--- src/rtl/sst_pkg.sv ---
package sst_pkg;
    typedef enum logic [1:0] {
        ST_IDLE  = 2'd0,
        ST_LOAD  = 2'd1,
        ST_SHIFT = 2'd2
    } sst_state_e;
endpackage

--- src/rtl/sst_divider.sv ---
module sst_divider #(
    parameter int DIV_W = 16
) (
    input  logic             clk,
    input  logic             rst_n,
    input  logic             run,
    input  logic [DIV_W-1:0] div_n,
    output logic             tick
);
    logic [DIV_W-1:0] cnt_q;

    assign tick = run && (cnt_q == div_n);

    always_ff @(posedge clk) begin
        if (!rst_n || !run) begin
            cnt_q <= '0;
        end else if (cnt_q == div_n) begin
            cnt_q <= '0;
        end else begin
            cnt_q <= cnt_q + 1'b1;
        end
    end
endmodule

--- src/rtl/sst_holdreg.sv ---
module sst_holdreg #(
    parameter int DATA_W = 8
) (
    input  logic            clk,
    input  logic            rst_n,
    input  logic            wr_stb,
    input  logic [DATA_W-1:0] wr_data,
    input  logic            ninth_wr,
    input  logic            ninth_val,
    input  logic            take,
    output logic [DATA_W:0] word,
    output logic            empty
);
    logic ninth_q;

    always_ff @(posedge clk) begin
        if (!rst_n) begin
            ninth_q <= 1'b0;
        end else if (ninth_wr) begin
            ninth_q <= ninth_val;
        end
    end

    always_ff @(posedge clk) begin
        if (!rst_n) begin
            word  <= '0;
            empty <= 1'b1;
        end else if (wr_stb) begin
            word  <= {ninth_q, wr_data};
            empty <= 1'b0;
        end else if (take) begin
            empty <= 1'b1;
        end
    end
endmodule

--- src/rtl/sst_fsm.sv ---
module sst_fsm
    import sst_pkg::*;
#(
    parameter int DATA_W = 8
) (
    input  logic            clk,
    input  logic            rst_n,
    input  logic            tx_en,
    input  logic            nine_bit_en,
    input  logic            hold_empty,
    input  logic [DATA_W:0] hold_word,
    input  logic            tick,
    output logic            take,
    output logic            run,
    output logic            clk_active,
    output logic            sdata,
    output logic            busy
);
    localparam int FRAME_W = DATA_W + 1;
    localparam int CNT_W   = $clog2(FRAME_W + 1);
    localparam logic [CNT_W-1:0] LAST8 = CNT_W'(DATA_W - 1);
    localparam logic [CNT_W-1:0] LAST9 = CNT_W'(FRAME_W - 1);

    sst_state_e           state_q, state_d;
    logic [1:0]           quarter_q;
    logic [CNT_W-1:0]     bitcnt_q;
    logic [FRAME_W-1:0]   shreg_q;
    logic                 last_bit;
    logic                 bit_end;

    assign last_bit = (bitcnt_q == (nine_bit_en ? LAST9 : LAST8));
    assign bit_end  = (state_q == ST_SHIFT) && tick && (quarter_q == 2'd3);

    // next-state logic
    always_comb begin
        state_d = state_q;
        take    = 1'b0;
        unique case (state_q)
            ST_IDLE: begin
                if (tx_en && !hold_empty) state_d = ST_LOAD;
            end
            ST_LOAD: begin
                if (!tx_en) begin
                    state_d = ST_IDLE;
                end else begin
                    state_d = ST_SHIFT;
                    take    = 1'b1;
                end
            end
            ST_SHIFT: begin
                if (!tx_en) begin
                    state_d = ST_IDLE;
                end else if (bit_end && last_bit) begin
                    if (hold_empty) begin
                        state_d = ST_IDLE;
                    end else begin
                        take = 1'b1;
                    end
                end
            end
            default: state_d = ST_IDLE;
        endcase
    end

    // state register
    always_ff @(posedge clk) begin
        if (!rst_n) state_q <= ST_IDLE;
        else        state_q <= state_d;
    end

    // shift datapath
    always_ff @(posedge clk) begin
        if (!rst_n || state_d == ST_IDLE) begin
            shreg_q   <= '0;
            bitcnt_q  <= '0;
            quarter_q <= 2'd0;
        end else if (take) begin
            shreg_q   <= nine_bit_en ? hold_word
                                     : {1'b0, hold_word[DATA_W-1:0]};
            bitcnt_q  <= '0;
            quarter_q <= 2'd0;
        end else if (state_q == ST_SHIFT && tick) begin
            quarter_q <= quarter_q + 2'd1;
            if (quarter_q == 2'd3) begin
                shreg_q  <= {1'b0, shreg_q[FRAME_W-1:1]};
                bitcnt_q <= bitcnt_q + 1'b1;
            end
        end
    end

    // outputs
    always_comb begin
        run        = (state_q == ST_SHIFT) && tx_en;
        clk_active = (state_q == ST_SHIFT) && !quarter_q[1];
        sdata      = (state_q == ST_SHIFT) ? shreg_q[0] : 1'b0;
        busy       = (state_q != ST_IDLE);
    end
endmodule

--- src/rtl/sync_ser_tx.sv ---
module sync_ser_tx #(
    parameter int DATA_W = 8,
    parameter int DIV_W  = 16
) (
    input  logic              clk,
    input  logic              rst_n,
    input  logic              tx_en,
    input  logic              clk_idle_high,
    input  logic              nine_bit_en,
    input  logic              ninth_wr,
    input  logic              ninth_val,
    input  logic [DIV_W-1:0]  div_n,
    input  logic              wr_stb,
    input  logic [DATA_W-1:0] wr_data,
    input  logic              irq_en,
    output logic              sclk,
    output logic              sdata,
    output logic              hold_empty,
    output logic              shift_empty,
    output logic              rx_inhibit,
    output logic              irq
);
    logic            tick;
    logic            run;
    logic            take;
    logic            clk_active;
    logic            busy;
    logic [DATA_W:0] hold_word;

    sst_divider #(.DIV_W(DIV_W)) u_div (
        .clk   (clk),
        .rst_n (rst_n),
        .run   (run),
        .div_n (div_n),
        .tick  (tick)
    );

    sst_holdreg #(.DATA_W(DATA_W)) u_hold (
        .clk       (clk),
        .rst_n     (rst_n),
        .wr_stb    (wr_stb),
        .wr_data   (wr_data),
        .ninth_wr  (ninth_wr),
        .ninth_val (ninth_val),
        .take      (take),
        .word      (hold_word),
        .empty     (hold_empty)
    );

    sst_fsm #(.DATA_W(DATA_W)) u_fsm (
        .clk         (clk),
        .rst_n       (rst_n),
        .tx_en       (tx_en),
        .nine_bit_en (nine_bit_en),
        .hold_empty  (hold_empty),
        .hold_word   (hold_word),
        .tick        (tick),
        .take        (take),
        .run         (run),
        .clk_active  (clk_active),
        .sdata       (sdata),
        .busy        (busy)
    );

    assign sclk        = clk_idle_high ^ clk_active;
    assign shift_empty = !busy;
    assign rx_inhibit  = busy;
    assign irq         = hold_empty && irq_en;
endmodule

--- config.mk ---
export PLATFORM = sky130hd
export DESIGN_NAME = sync_ser_tx
export DESIGN_NICKNAME = d
export VERILOG_FILES = /design/src/rtl/sst_pkg.sv /design/src/rtl/sst_divider.sv /design/src/rtl/sst_holdreg.sv /design/src/rtl/sst_fsm.sv /design/src/rtl/sync_ser_tx.sv
export SDC_FILE = /design/constraint.sdc
export NUM_CORES = 1
export LEC_CHECK = 0
export ABC_CLOCK_PERIOD_IN_PS = 2890
export BUFFER_PORTS_ARGS = -buffer_cell sky130_fd_sc_hd__buf_2
export CELL_PAD_IN_SITES_DETAIL_PLACEMENT = 1
export CELL_PAD_IN_SITES_GLOBAL_PLACEMENT = 2
export CORE_AREA = 2 2 80 90
export DETAILED_ROUTE_END_ITERATION = 6
export DIE_AREA = 0 0 82 92
export PLACE_DENSITY_LB_ADDON = 0.1
export SKIP_CTS_REPAIR_TIMING = 1
export SYNTH_ARGS = -nofsm -noshare
export SYNTH_HDL_FRONTEND = slang
export SYNTH_SLANG_ARGS = --single-unit
--- constraint.sdc ---
create_clock -name clk -period 2.89 [get_ports clk]
set_input_delay 0.867 -clock clk [delete_from_list [all_inputs] [get_ports clk]]
set_output_delay 0.867 -clock clk [all_outputs]
set_load 0.01 [all_outputs]
==> results.sh <==
export IMPL_status="finished clean"
export IMPL_fill_cells=796
export IMPL_setup_repair_after_global_routing_missed_its_margin="false"
export IMPL_number_of_top_level_design_ports=39
export IMPL_die_height_um=92
export IMPL_timing_final_max_slew_violations=0
export IMPL_timing_final_setup_violations=0
export IMPL_route_detailed_wl_per_inst_um=13.7
export IMPL_antenna_found_initial=0
export IMPL_htreeDepth=2
export IMPL_detailedPlacementHpwl_um=3710
export IMPL_total_nets_final=312
export IMPL_floorplan_initialDensity_pct=32.9
export IMPL_power_switching_share_pct=24.7
export IMPL_multiInputGateArea_sq_um=1270
export IMPL_clock_tree_buffer_depth=2
export IMPL_drt_pass1_iter_count=4
export IMPL_grt_pass1_wl_um=8460
export IMPL_dp_cells=350
export IMPL_clkSinkCount=44
export IMPL_worstSetupEndpointType="register"
export IMPL_routed_via_density=4.75
export IMPL_p_per_area_nw_per_um2=426
export IMPL_yosys_top_cell_area_share_pct=39.8
export IMPL_cts_tree="yes"
export IMPL_layout_cell_share_with_drive_strength_beyond_1_pct=21.7
export IMPL_synth_top_area_cell="sky130_fd_sc_hd__dfxtp_1"
export IMPL_routabilityCongestion=0.788
export IMPL_max_slew_margin_pct=69.0
export IMPL_worst_setup_hold_path_clk_slew_ns=0.08
export IMPL_share_seq_of_total_power_pct=56.4
export IMPL_hold_path_class="reg -> reg"
export IMPL_syn_mean_instance_area_sq_um=9.55
export IMPL_critical_path_max_stage_delay_ns=0.51
export IMPL_rrSetupSlack_ns=0.70
export IMPL_worstPathRequired_ns=3.09
export IMPL_grt_total_usage_pct=14.5
export IMPL_ctsRootBufferMaster="sky130_fd_sc_hd__clkbuf_8"
export IMPL_proportion_of_synthesized_chip_area_in_sequential_cells_pct=39.8
export IMPL_die_area_sq_um=7540
export IMPL_clk_latency_ns=0.29
export IMPL_detailroute_via_count=1697
export IMPL_cap_violations=0
export IMPL_synth_edf_count=0
export IMPL_leakagePower_nw=0.937
export IMPL_final_hold_viol_count=0
export IMPL_synthesis_nets=272
export IMPL_finalCritPeriodShare_pct=82.3
export IMPL_route_final_wire_length_um=4890
export IMPL_arrival_ns=2.58
export IMPL_buffer_ports_inserted=38
export IMPL_drcViolationCount=0
export IMPL_clock_skew_final_ns=0.00245
export IMPL_detail_route_iter0_violations=40
export IMPL_grt_pass1_vias=1784
export IMPL_final_util_pct=38.7
export IMPL_p_int_mw=0.834
export IMPL_post_synth_instance_area_sq_um=2220
export IMPL_fin_hold_ws_ns=0.477
export IMPL_setup_tns_ns=0
export IMPL_postSynthRegisterBits=44
export IMPL_worstPathBufferInverterCount=1
export IMPL_number_of_clock_buffers_inserted_by_tritoncts=5
export IMPL_yosysUniqueCellTypes=35
export IMPL_yosys_warnings=0
export IMPL_worstSetupStartpointType="input pin"
export IMPL_share_comb_of_total_power_pct=9.7
export IMPL_area_delta_synth_final_pct=17.4
export IMPL_globalRouteOverflowTotal=0
export IMPL_tightest_slew_ns=0.462
export IMPL_path_delay_family="simple AND/OR/NAND/NOR gates"
export IMPL_die_width_um=82
export IMPL_asyncSetResetFlopFracSynth_pct=0
export IMPL_netlist_instances=232
export IMPL_clkPwrFrac_pct=34.0
export IMPL_timing_final_crit_period_ns=2.38
export IMPL_path_cells="buf_2 -> xnor2_1 -> nand4_1 -> nor4_4 -> and3_4 -> mux2i_1 -> a211oi_1"
export IMPL_yosys_top_cells_area="sky130_fd_sc_hd__dfxtp_1 (40%), sky130_fd_sc_hd__xnor2_1 (9.5%), sky130_fd_sc_hd__mux2i_1 (9.0%), sky130_fd_sc_hd__nor2_1 (4.9%), sky130_fd_sc_hd__a211oi_2 (4.0%)"
export IMPL_grt_start_max_net_pins=22
export IMPL_synth_top_flop_cell="sky130_fd_sc_hd__dfxtp_1"
export IMPL_worst_path_max_delay_cell="sky130_fd_sc_hd__nor4_4"
export IMPL_fp_row_count=32
export IMPL_crit_path_max_fanout=11
export IMPL_fmax_mhz=420
export IMPL_timing_setup_critical_path_class="in -> reg"
export IMPL_post_layout_nonfiller_instances=357
export IMPL_diodes=0
export IMPL_floorplan_core_area_sq_um=6730
export IMPL_ant_nets=0
export IMPL_ff_latch_area_sq_um=881
export IMPL_p_switching_mw=0.274
export IMPL_vdd_ir_drop_max_mv=0.160
[cell families (layout without fill, tap and decap cells)]
| group | count (synthesis) | in the layout | synth area share, % |
|---|---|---|---|
| AOI/OAI and AO/OA | 23 | 23 | 8.24 |
| xor gates and xnor gates | 34 | 34 | 13.4 |
| adders and majority gates | 7 | 7 | 3.95 |
| buffers and inverters | 14 | 54 | 2.94 |
| DFF | 44 | 44 | 39.8 |
| muxes | 20 | 20 | 9.03 |
| and+or+nand+nor | 90 | 90 | 22.6 |
[cells in the final DEF (no fill, tap or decap), drive strengths merged, types with 2 or more instances in the layout]
cell / count
dfxtp: 44
buf: 41
nor2: 29
xnor2: 24
mux2i: 20
nor2b: 12
nand4: 10
xor2: 10
a211oi: 8
ha: 7
a21oi: 7
inv: 6
and2: 6
nand2: 6
nor3b: 6
o21ai: 5
nand3: 5
clkbuf: 5
nand3b: 3
nor3: 3
and3: 3
nand2b: 2
nor4: 2
[per-stage QoR]
step	worst slack (ns)	area, sq um	power [mW]
final	0.511	2600	1.11
after global routing	0.360	2600	1.17
after CTS	0.450	2600	1.14
after detailed placement	0.189	2520	0.749
after global placement	0.229	2520	0.749
after floorplan	0.567	2220	0.699
[registers in the layout, indices dropped and copies added, names as in the netlist]
| signal | cells |
|---|---|
| u_div.cnt_q | 16 |
| u_hold.word | 9 |
| u_hold.empty | 1 |
| u_hold.ninth_q | 1 |
| u_fsm.quarter_q | 2 |
| u_fsm.shreg_q | 9 |
| u_fsm.bitcnt_q | 4 |
| u_fsm.state_q | 2 |
[synthesized netlist by cell type (2+ instances only)]
cell                       count
sky130_fd_sc_hd__inv_1         6
sky130_fd_sc_hd__nand2_1       6
sky130_fd_sc_hd__nor3_1        3
sky130_fd_sc_hd__a211oi_2      7
sky130_fd_sc_hd__nand3_1       5
sky130_fd_sc_hd__ha_1          7
sky130_fd_sc_hd__o21ai_0       5
sky130_fd_sc_hd__and2_1        6
sky130_fd_sc_hd__nor2b_1      12
sky130_fd_sc_hd__xor2_1       10
sky130_fd_sc_hd__nor3b_1       6
sky130_fd_sc_hd__a21oi_1       6
sky130_fd_sc_hd__mux2i_1      20
sky130_fd_sc_hd__nand3b_1      3
sky130_fd_sc_hd__xnor2_1      24
sky130_fd_sc_hd__clkbuf_1      5
sky130_fd_sc_hd__dfxtp_1      44
sky130_fd_sc_hd__and3_1        2
sky130_fd_sc_hd__nand2b_1      2
sky130_fd_sc_hd__nor2_1       29
sky130_fd_sc_hd__nand4_1      10
[routing by layer]
metal	track usage (%)	vias up	routed length (um)	share of wire, %
li1	-	871	-	-
met1	17.9	798	2190	45
met2	24.3	24	2500	51
met3	3.25	4	152	3.1
met4	5.00	0	44	0.90
met5	0	-	0	0
[area by class of cell]
type,count,area share (%)
timing repair buffer,41,9.13
clock inverter,2,0.481
tap,85,4.09
inverter,6,0.865
multi-input combinational,174,48.9
sequential,44,33.8
clock buffer,5,2.64
[worst reg2reg max path, cell delays in order (launching register included)]
cell and delay (ns):
sky130_fd_sc_hd__dfxtp_1 0.47, sky130_fd_sc_hd__xnor2_1 0.16, sky130_fd_sc_hd__nand4_1 0.16, sky130_fd_sc_hd__nor4_4 0.51, sky130_fd_sc_hd__and3_4 0.39, sky130_fd_sc_hd__mux2i_1 0.12, sky130_fd_sc_hd__a211oi_1 0.28
[final timing paths]
path | start | endpoint | depth (start not counted)
setup / recovery | div_n[2] | u_fsm.shreg_q[0] | 7
hold / removal | u_div.cnt_q[0] | u_div.cnt_q[0] | 1
setup reg to reg | u_div.cnt_q[2] | u_fsm.shreg_q[0] | 6
hold reg to reg | u_div.cnt_q[0] | u_div.cnt_q[0] | 1
[power by group through the flow]
stage | clock network (mW) | registers (mW) | logic (mW)
after floorplan | 0 | 0.637 | 0.0614
after global placement | 0 | 0.639 | 0.109
after detailed placement | 0 | 0.640 | 0.110
after CTS | 0.402 | 0.626 | 0.110
after global routing | 0.421 | 0.627 | 0.120
final | 0.376 | 0.625 | 0.107
(Power assumes the default switching activity.)
